**src/rtl/nwp_pkg.sv**
```systemverilog
package nwp_pkg;
  localparam int BYTE_W = 8;
  localparam int WORD_W = BYTE_W + 1;
  typedef logic [WORD_W-1:0] word_t;
  typedef enum logic {F_RUN, F_PAD} feed_state_e;
endpackage

```
**src/rtl/nwp_feeder.sv**
```systemverilog
module nwp_feeder
  import nwp_pkg::*;
#(
  parameter int BW = BYTE_W
) (
  input  logic          clk_i,
  input  logic          rst_ni,
  input  logic          in_valid_i,
  output logic          in_ready_o,
  input  logic [2*BW-1:0] in_data_i,
  input  logic          in_dc_i,
  input  logic          in_wide_i,
  input  logic          in_last_i,
  output logic          w_valid_o,
  input  logic          w_ready_i,
  output logic [BW:0]   w_word_o,
  output logic          w_end_o
);
  localparam int SW = $clog2(BW);
  localparam logic [SW-1:0] SLOT_END = SW'(BW - 1);

  feed_state_e     st_q;
  logic [SW-1:0]   slot_q;
  logic            half_q;
  logic            take;

  always_comb begin
    w_valid_o = 1'b0;
    w_word_o  = '0;
    w_end_o   = 1'b0;
    take      = 1'b0;
    if (st_q == F_PAD) begin
      w_valid_o = 1'b1;
      w_end_o   = (slot_q == SLOT_END);
    end else if (in_valid_i) begin
      w_valid_o = 1'b1;
      if (!in_dc_i) begin
        // command waits for the final slot, pads go out first
        if (slot_q == SLOT_END) begin
          w_word_o = {1'b0, in_data_i[BW-1:0]};
          take     = 1'b1;
          w_end_o  = in_last_i;
        end
      end else begin
        take     = !in_wide_i || half_q;
        w_word_o = {1'b1, (in_wide_i && !half_q) ? in_data_i[2*BW-1:BW] : in_data_i[BW-1:0]};
        w_end_o  = take && in_last_i && (slot_q == SLOT_END);
      end
    end
  end

  assign in_ready_o = (st_q == F_RUN) && w_ready_i && take;

  always_ff @(posedge clk_i or negedge rst_ni) begin
    if (!rst_ni) begin
      st_q   <= F_RUN;
      slot_q <= '0;
      half_q <= 1'b0;
    end else if (w_valid_o && w_ready_i) begin
      slot_q <= slot_q + 1'b1;
      if (st_q == F_PAD) begin
        if (slot_q == SLOT_END) st_q <= F_RUN;
      end else if (in_dc_i) begin
        half_q <= !take;
        if (take && in_last_i && slot_q != SLOT_END) st_q <= F_PAD;
      end
    end
  end


  cmd_slot_chk: assert property (@(posedge clk_i) disable iff (!rst_ni)
    (in_valid_i && in_ready_o && !in_dc_i) |-> (slot_q == SLOT_END));


  word_hold_chk: assert property (@(posedge clk_i) disable iff (!rst_ni)
    (w_valid_o && !w_ready_i) |=> (w_valid_o && $stable(w_word_o)));
endmodule

```
**src/rtl/nwp_packer.sv**
```systemverilog
module nwp_packer #(
  parameter int BW = nwp_pkg::BYTE_W
) (
  input  logic          clk_i,
  input  logic          rst_ni,
  input  logic          w_valid_i,
  output logic          w_ready_o,
  input  logic [BW:0]   w_word_i,
  input  logic          w_end_i,
  output logic          out_valid_o,
  input  logic          out_ready_i,
  output logic [BW-1:0] out_data_o,
  output logic          out_last_o
);
  localparam int CW = $clog2(BW + 1);

  logic [CW-1:0]   cnt_q;
  logic [BW-1:0]   rem_q;
  logic            end_q;
  logic            slot_free;
  logic            flush;
  logic [CW-1:0]   shamt;
  logic [2*BW-1:0] merged;

  assign slot_free = !out_valid_o || out_ready_i;
  assign flush     = (cnt_q == CW'(BW));
  assign w_ready_o = slot_free && !flush;
  assign shamt     = CW'(BW - 1) - cnt_q;

  // leftover bits left-aligned on top, new word placed just below them
  always_comb merged = {rem_q, {BW{1'b0}}} | ({{(BW-1){1'b0}}, w_word_i} << shamt);

  always_ff @(posedge clk_i or negedge rst_ni) begin
    if (!rst_ni) begin
      cnt_q       <= '0;
      rem_q       <= '0;
      end_q       <= 1'b0;
      out_valid_o <= 1'b0;
      out_data_o  <= '0;
      out_last_o  <= 1'b0;
    end else begin
      if (out_valid_o && out_ready_i) out_valid_o <= 1'b0;
      if (flush && slot_free) begin
        out_valid_o <= 1'b1;
        out_data_o  <= rem_q;
        out_last_o  <= end_q;
        cnt_q       <= '0;
        rem_q       <= '0;
      end else if (w_valid_i && w_ready_o) begin
        out_valid_o <= 1'b1;
        out_data_o  <= merged[2*BW-1:BW];
        out_last_o  <= 1'b0;
        rem_q       <= merged[BW-1:0];
        cnt_q       <= cnt_q + 1'b1;
        end_q       <= w_end_i;
      end
    end
  end


  out_hold_chk: assert property (@(posedge clk_i) disable iff (!rst_ni)
    (out_valid_o && !out_ready_i) |=> (out_valid_o && $stable(out_data_o) && $stable(out_last_o)));


  cnt_range_chk: assert property (@(posedge clk_i) disable iff (!rst_ni)
    cnt_q <= CW'(BW));
endmodule

```
**src/rtl/nine_bit_packer.sv**
```systemverilog
module nine_bit_packer
  import nwp_pkg::*;
#(
  parameter int BW = BYTE_W
) (
  input  logic          clk_i,
  input  logic          rst_ni,
  input  logic          in_valid_i,
  output logic          in_ready_o,
  input  logic [2*BW-1:0] in_data_i,
  input  logic          in_dc_i,
  input  logic          in_wide_i,
  input  logic          in_last_i,
  output logic          out_valid_o,
  input  logic          out_ready_i,
  output logic [BW-1:0] out_data_o,
  output logic          out_last_o
);
  localparam int BIW = $clog2(BW + 1);

  logic        w_valid;
  logic        w_ready;
  logic [BW:0] w_word;
  logic        w_end;

  nwp_feeder #(.BW(BW)) u_feed (
    .clk_i, .rst_ni, .in_valid_i, .in_ready_o, .in_data_i, .in_dc_i,
    .in_wide_i, .in_last_i,
    .w_valid_o(w_valid), .w_ready_i(w_ready), .w_word_o(w_word), .w_end_o(w_end)
  );

  nwp_packer #(.BW(BW)) u_pack (
    .clk_i, .rst_ni,
    .w_valid_i(w_valid), .w_ready_o(w_ready), .w_word_i(w_word), .w_end_i(w_end),
    .out_valid_o, .out_ready_i, .out_data_o, .out_last_o
  );

  // byte position within the output group, for checking only
  logic [BIW-1:0] bidx_q;
  always_ff @(posedge clk_i or negedge rst_ni) begin
    if (!rst_ni) bidx_q <= '0;
    else if (out_valid_o && out_ready_i)
      bidx_q <= (bidx_q == BIW'(BW)) ? '0 : bidx_q + 1'b1;
  end


  last_pos_chk: assert property (@(posedge clk_i) disable iff (!rst_ni)
    (out_valid_o && out_last_o) |-> (bidx_q == BIW'(BW)));
endmodule

```
**config.mk**
```make
export PLATFORM = sky130hd
export DESIGN_NAME = nine_bit_packer
export DESIGN_NICKNAME = d
export VERILOG_FILES = /design/src/rtl/nwp_pkg.sv /design/src/rtl/nwp_feeder.sv /design/src/rtl/nwp_packer.sv /design/src/rtl/nine_bit_packer.sv
export SDC_FILE = /design/constraint.sdc
export NUM_CORES = 1
export LEC_CHECK = 0
export ABC_CLOCK_PERIOD_IN_PS = 2500
export BUFFER_PORTS_ARGS = -buffer_cell sky130_fd_sc_hd__buf_4
export CAP_MARGIN = 20
export CORE_MARGIN = 8
export CORE_UTILIZATION = 25
export DETAILED_ROUTE_END_ITERATION = 8
export HOLD_SLACK_MARGIN = 0.05
export SYNTH_ARGS = -nofsm -noshare
export SYNTH_HDL_FRONTEND = slang
export SYNTH_SLANG_ARGS = --single-unit
export TNS_END_PERCENT = 50
```
**constraint.sdc**
```tcl
create_clock -name clk_i -period 2.5 [get_ports clk_i]
set_input_delay 0.125 -clock clk_i [delete_from_list [all_inputs] [get_ports clk_i]]
set_output_delay 0.125 -clock clk_i [all_outputs]
set_load 0.01 [all_outputs]
```
==> results of run 1 <==
-- worst max-delay path: stages (launching register included) --
cell and delay (ps):
sky130_fd_sc_hd__dfrtp_1 410, sky130_fd_sc_hd__ha_1 200, sky130_fd_sc_hd__ha_1 240, sky130_fd_sc_hd__or2_1 320, sky130_fd_sc_hd__nand4_1 180, sky130_fd_sc_hd__a32oi_2 200, sky130_fd_sc_hd__a22o_1 260, sky130_fd_sc_hd__a211oi_2 250
sky130_fd_sc_hd__a21oi_1 100
-- cells by family after synthesis --
| logic type | after synthesis | synth area share [%] |
|---|---|---|
| flops | 28 | 34.13 |
| xor+xnor | 3 | 1.280 |
| simple gates | 99 | 26.39 |
| fa+ha+maj | 4 | 2.438 |
| mux | 6 | 3.595 |
| buf+inv | 18 | 5.301 |
| compound gates | 71 | 26.87 |
-- cell type report --
cell class              instances  share of cell area [%]
multi-input cells             183                   50.41
repair buffers                 43                   13.18
inverters                       3                  0.4564
well taps                     105                   5.325
clock buffers                   4                   2.231
flip-flops and latches         28                   28.40
-- cells in the final DEF, fill, tap and decap left out, types with 4 or more instances in the layout --
cell                        n
sky130_fd_sc_hd__nor2b_1    4
sky130_fd_sc_hd__a22o_1     4
sky130_fd_sc_hd__nor2_1    19
sky130_fd_sc_hd__nand2_1   32
sky130_fd_sc_hd__a31oi_1    8
sky130_fd_sc_hd__buf_4     42
sky130_fd_sc_hd__ha_1       4
sky130_fd_sc_hd__o21ai_1    7
sky130_fd_sc_hd__a21oi_1   10
sky130_fd_sc_hd__nand3_1    6
sky130_fd_sc_hd__clkbuf_8   4
sky130_fd_sc_hd__o21ai_0    5
sky130_fd_sc_hd__nor4_1     4
sky130_fd_sc_hd__dfrtp_1   28
sky130_fd_sc_hd__nand4_1    8
sky130_fd_sc_hd__mux2i_1    4
-- state kept, by name, summed over array words and instances (netlist names) --
register,cells
u_pack.rem_q,8
u_feed.half_q,1
u_feed.st_q,1
u_pack.cnt_q,4
u_pack.out_valid_o,1
u_feed.slot_q,3
u_pack.end_q,1
u_pack.out_data_o,8
u_pack.out_last_o,1
-- power groups by stage --
stage | clock (mW) | sequential, mW | combinational (mW)
finish | 0.291 | 0.761 | 1.71
CTS | 0.303 | 0.763 | 1.70
detailed placement | 0 | 0.774 | 1.69
floorplan | 0 | 0.796 | 1.17
global placement | 0 | 0.767 | 1.69
global route | 0.318 | 0.788 | 1.88
-- metal layers --
metal | part of all wire [%] | GRT usage, %
met1 | 46 | 13.72
met2 | 48 | 16.61
met3 | 4.4 | 1.980
met4 | 2.1 | 3.317
met5 | 0 | 0
-- stage by stage --
stage	power (mW)	hold slack (ps)
2_1_floorplan	1.966	-170.6
3_3_place_gp	2.460	69.64
3_5_place_dp	2.467	75.78
4_1_cts	2.770	134.7
5_1_grt	2.989	144.6
6_report	2.758	136.8
-- repair_timing --
action | 4_1_cts | 5_1_grt
endpoints found under the hold margin | 28 | 0
hold buffers | 1 | 0
setup buffers | 0 | 0
-- worst max path at each step --
stage,from,to,slack [ps],depth (start not counted)
4_1_cts,u_feed.slot_q[0],u_pack.out_data_o[6],230,8
5_1_grt,u_feed.slot_q[0],u_pack.out_data_o[6],80,8
2_1_floorplan,u_pack.cnt_q[0],u_pack.out_data_o[6],400,9
3_5_place_dp,u_feed.slot_q[0],u_pack.out_data_o[6],260,8
6_report,u_feed.slot_q[0],u_pack.out_data_o[6],230,8
3_3_place_gp,u_feed.slot_q[0],u_pack.out_data_o[6],340,8
==> results.py, run 1 <==
metrics = {
    "logic_synthesis": {
        "post-synth-top-count-cell": "sky130_fd_sc_hd__nand2_1",
        "mapped_avg_cell_area_um2": 8.966,
        "synth_enable_flop_cells": 0,
        "async_flop_share_pct": 100.0,
        "yosys.area.top_type_share_pct": 34.13,
        "synth.lib_cells_used.distinct": 61,
        "synth_sequential_area_ratio_pct": 34.13,
        "yosys_register_bits": 28,
        "yosys_most_used_dff": "sky130_fd_sc_hd__dfrtp_1",
        "synth_area_leader_cell": "sky130_fd_sc_hd__dfrtp_1",
        "ys_top_cells_by_area": "sky130_fd_sc_hd__dfrtp_1, sky130_fd_sc_hd__nand2_1, sky130_fd_sc_hd__nor2_1",
        "synthesis.yosys.warnings": 0,
        "synthesis.nets": 256,
        "syn_area_um2": 2053,
        "synth_commonest_cells": "sky130_fd_sc_hd__nand2_1, sky130_fd_sc_hd__dfrtp_1, sky130_fd_sc_hd__nor2_1",
        "post_synth_inst_count": 229,
    },
    "global_route": {
        "grt_util_all_layers_pct": 10.37,
        "pin_count_of_the_biggest_net_entering_global_routing": 29,
        "grt_overflow_total": 0,
        "grt_pass1_vias": 1876,
        "global_route_wire_length_before_repair_mm": 9.666,
        "initial_antenna_violation_count": 0,
    },
    "drt": {
        "vias_per_cell": 5.350,
        "routed-via-count": 1958,
        "detail-route-antenna-nets": 0,
        "dr.pass1.iters": 4,
        "routed_wirelength_mm": 5.887,
        "drt_iter0_markers": 195,
        "drcViolationCount": 0,
        "routedWlPerCell_um": 16.08,
    },
    "critical_path": {
        "timing_worst_setup_path_type": "register to register",
        "worstSetupEndpointType": "register",
        "setup.worst_path.start_class": "register",
        "reg2reg_slack_ps": 230,
        "critical_path.reg2reg.startpoint": "u_feed.slot_q[0]",
        "worstPathMaxFanout": 7,
        "worst_ep_arrival_time_ps": 2440,
        "cp_data_required_time_ps": 2670,
        "worst-r2r-cell-count": 8,
        "r2r-end": "u_pack.out_data_o[6]",
    },
    "sta": {
        "setup_repair_after_global_routing_missed_its_margin": "false",
        "fin_tns_setup_ps": 0,
        "report.final.setup_viol": 0,
        "worst_slew_pin_slew_ps": 551.9,
        "final_max_slew_viol_count": 0,
        "finalWorstSetupSlack_ps": 232.7,
        "timing.final.crit_share_pct": 90.69,
        "timing.slew.headroom_pct": 62.87,
        "period_needed_ps": 2267,
        "finalHoldViolations": 0,
        "worst_skew_ps": 12.21,
        "maximum_frequency_from_static_timing_analysis_ghz": 0.4410,
    },
    "pwr": {
        "share_comb_of_total_power_pct": 61.9,
        "power.share.switching_pct": 46.91,
        "clock_power_share_pct": 10.5,
        "p_seq_share_pct": 27.6,
        "power_density_cells_nw_per_um2": 1118,
        "cellInternalPower_mw": 1.464,
        "power.switching_mw": 1.294,
        "irDropWorstVdd_uv": 481.1,
        "cellLeakagePower_nw": 1.020,
    },
    "place": {
        "place.gp.congestion": 0.8954,
        "hpwl_mm": 4.505,
        "placedInstanceArea_um2": 2402,
        "port_buffers": 33,
        "dpl.cell_count": 361,
        "place_worst_setup_slack_ps": 257.0,
    },
    "floorplan": {
        "design.die.area_um2": 11370,
        "die_h_um": 106.6,
        "fp.dieW_um": 106.6,
        "initial_core_util_pct": 25.37,
        "placeableCoreArea_um2": 8093,
        "io_pins": 34,
        "placement_rows": 33,
    },
    "final_layout": {
        "area.growth.synth_to_final_pct": 20.17,
        "finish.net_count": 289,
        "finish.instance_area_um2": 2467,
        "fin_util_pct": 30.49,
        "insertedDiodeCount": 0,
        "multi_input_comb_area_um2": 1244,
        "ratio_of_cells_with_drive_above_1_in_the_final_layout_pct": 25.29,
        "finish.cell_count_without_fillers": 366,
        "layout.area.seq_um2": 700.7,
        "fillCellCount": 890,
    },
    "clock_network": {
        "worst_skew_pair.late_latency_ps": 280,
        "clkTransAtPathRegs_ps": 100,
        "clockRootBuffer": "sky130_fd_sc_hd__clkbuf_8",
        "number_of_buffers_on_the_longest_clock_path": 2,
        "num_cts_buffers": 3,
        "tritoncts": "built",
        "clock_tree.htree_level_count": 1,
        "cts_repair_resize_count": 0,
        "clock_sinks": 28,
    },
    "worst_hold_path": {
        "hold_path.class": "input port to register",
        "hold_path.startpoint": "in_valid_i",
        "worstHoldEndpoint": "u_pack.out_valid_o",
        "worst_hold_path.num_cells": 3,
    },
    "run": {
        "cap_viol_max_count": 0,
    },
    "outcome": {
        "run_status": "completed",
    },
}
(Power assumes the default switching activity.)
==> inputs of run 2 (changes only) <==
--- a/config.mk
+++ b/config.mk
@@ -8,7 +8,7 @@
 export ABC_CLOCK_PERIOD_IN_PS = 2500
 export BUFFER_PORTS_ARGS = -buffer_cell sky130_fd_sc_hd__buf_4
 export CAP_MARGIN = 20
-export CORE_MARGIN = 8
+export CORE_MARGIN = 2
 export CORE_UTILIZATION = 25
 export DETAILED_ROUTE_END_ITERATION = 8
 export HOLD_SLACK_MARGIN = 0.05
==> results.py, run 2 (same netlist as run 1, synthesis figures left out) <==
metrics = {
    "outcome": {
        "run_status": "completed",
    },
    "sta": {
        "maximum_frequency_from_static_timing_analysis_ghz": 0.4386,
        "fin_worst_hold_slack_ps": 133.0,
        "setup_repair_after_global_routing_missed_its_margin": "false",
        "timing.final.crit_share_pct": 91.21,
        "timing.slew.headroom_pct": 61.95,
        "worst_skew_ps": 3.993,
        "period_needed_ps": 2280,
        "report.final.setup_viol": 0,
        "worst_slew_pin_slew_ps": 569.6,
        "final_max_slew_viol_count": 0,
        "fin_tns_setup_ps": 0,
        "finalHoldViolations": 0,
    },
    "critical_path": {
        "critical_path.reg2reg.startpoint": "u_feed.slot_q[0]",
        "timing_worst_setup_path_type": "register to register",
        "worst-r2r-cell-count": 8,
        "r2r-end": "u_pack.out_data_o[6]",
        "max_stage_delay_ps": 400,
        "crit_path_start": "u_feed.slot_q[0]",
        "worst_ep_arrival_time_ps": 2440,
        "crit_end": "u_pack.out_data_o[6]",
        "worstPathMaxFanout": 7,
        "cp_data_required_time_ps": 2660,
        "setup.worst_path.start_class": "register",
        "slowest_stage": "sky130_fd_sc_hd__dfrtp_1",
        "reg2reg_slack_ps": 220,
        "cell_seen_most_often_among_critical_path_stages": "sky130_fd_sc_hd__ha_1",
        "worstSetupEndpointType": "register",
        "cp_cell_sequence": "ha_1 > ha_1 > or2_1 > nand4_1 > a32oi_2 > a22o_1 > a211oi_2 > a21oi_1",
    },
    "clock_network": {
        "worst_skew_pair.late_latency_ps": 280,
        "tritoncts": "built",
        "clockRootBuffer": "sky130_fd_sc_hd__clkbuf_8",
        "clock_tree.htree_level_count": 1,
        "number_of_buffers_on_the_longest_clock_path": 2,
        "clock_sinks": 28,
        "cts_post_setup_buffers_inserted": 0,
        "clkTransAtPathRegs_ps": 90,
        "num_cts_buffers": 3,
    },
    "pwr": {
        "cellLeakagePower_nw": 1.008,
        "power_density_cells_nw_per_um2": 1111,
        "irDropWorstVdd_uv": 406.8,
    },
    "floorplan": {
        "placeableCoreArea_um2": 8093,
        "die_h_um": 94.63,
        "io_pins": 34,
        "initial_core_util_pct": 25.37,
        "design.die.area_um2": 8954,
        "placement_rows": 33,
        "fp.dieW_um": 94.63,
    },
    "global_route": {
        "pin_count_of_the_biggest_net_entering_global_routing": 29,
        "global_route_wire_length_before_repair_mm": 9.673,
        "grt_overflow_total": 0,
        "initial_antenna_violation_count": 0,
        "grt_util_all_layers_pct": 13.50,
        "grt_pass1_vias": 1948,
    },
    "worst_hold_path": {
        "hold_path.class": "input port to register",
        "worst_hold_path.num_cells": 3,
    },
    "final_layout": {
        "finish.net_count": 288,
        "most_frequent_standard_cell_in_the_layout_excluding_fill_and_tap_cells": "sky130_fd_sc_hd__buf_4",
        "area.growth.synth_to_final_pct": 19.13,
        "layout.cells.most_common_list": "sky130_fd_sc_hd__buf_4, sky130_fd_sc_hd__nand2_1, sky130_fd_sc_hd__dfrtp_1, sky130_fd_sc_hd__nor2_1, sky130_fd_sc_hd__a21oi_1",
        "reg.largest.list": "u_pack.out_data_o x8, u_pack.rem_q x8, u_pack.cnt_q x4",
        "insertedDiodeCount": 0,
        "ratio_of_cells_with_drive_above_1_in_the_final_layout_pct": 24.71,
    },
    "place": {
        "hpwl_mm": 4.286,
        "port_buffers": 33,
        "place.gp.congestion": 0.8790,
    },
    "drt": {
        "drt_iter0_markers": 240,
        "routed-via-count": 1973,
        "dr.pass1.iters": 5,
        "routedWlPerCell_um": 15.68,
        "vias_per_cell": 5.420,
        "detail-route-antenna-nets": 0,
        "routed_wirelength_mm": 5.709,
        "drcViolationCount": 0,
    },
    "run": {
        "cap_viol_max_count": 0,
    },
}
==> run 2: changes by cell type in the layout (fill, tap and decap cells not counted), sizes merged <==
cell    previous run  this run
buf               42        41
clkbuf             4         3
==> run 2: what timing repair did <==
| action | in CTS | in global routing |
|---|---|---|
| hold buffers | 1 | 0 |
| gates resized for setup | 0 | 0 |
| endpoints found under the hold margin | 28 | 0 |
==> run 2: routing by layer <==
layer	GRT usage (%)	part of all wire, %	up-vias
met4	4.348	2.3	0
met1	18.62	45	950
met5	0	0	-
met2	21.16	46	73
li1	-	-	935
met3	2.713	6.1	15
==> run 2: worst max-delay path: cells and delay by family, from the launching register on <==
kind                       cells  cell delay, ps
AOI/OAI and AO/OA              4             810
DFF                            1             400
adders and majority gates      2             450
and+or+nand+nor                2             520
==> run 2: worst min path at each step <==
| stage | end | from |
|---|---|---|
| after floorplan | u_feed.half_q | rst_ni |
| after global placement | u_pack.out_data_o[7] | rst_ni |
| after detailed placement | u_pack.out_data_o[6] | rst_ni |
| after CTS | u_pack.out_valid_o | in_valid_i |
| after global routing | u_pack.out_valid_o | in_valid_i |
| final | u_pack.out_valid_o | in_valid_i |
==> run 2: layout make-up <==
type | count | area (um^2)
fillers | 899 | 5647
multi-input cells | 183 | 1244
flip-flops and latches | 28 | 700.7
inverters | 3 | 11.26
repair buffers | 42 | 317.8
well taps | 105 | 131.4
clock buffers | 3 | 41.29
==> run 2: power by group <==
| part | internal, mW | total, mW | switching, mW |
|---|---|---|---|
| Combinational | 0.674 | 1.71 | 1.03 |
| Clock | 0.108 | 0.247 | 0.139 |
| Sequential | 0.642 | 0.762 | 0.120 |
==> run 2: per-stage QoR <==
step                      std cells  cell area, um^2  worst slack (ps)  utilization (%)  power (mW)
after global placement          360             2395             333.7            29.59       2.442
final                           364             2446             219.9            30.23       2.717
after detailed placement        360             2395             259.9            29.59       2.457
after CTS                       364             2446             238.2            30.23       2.714
after global routing            364             2446             22.19            30.23       2.956
after floorplan                 229             2053             401.0                -       1.966
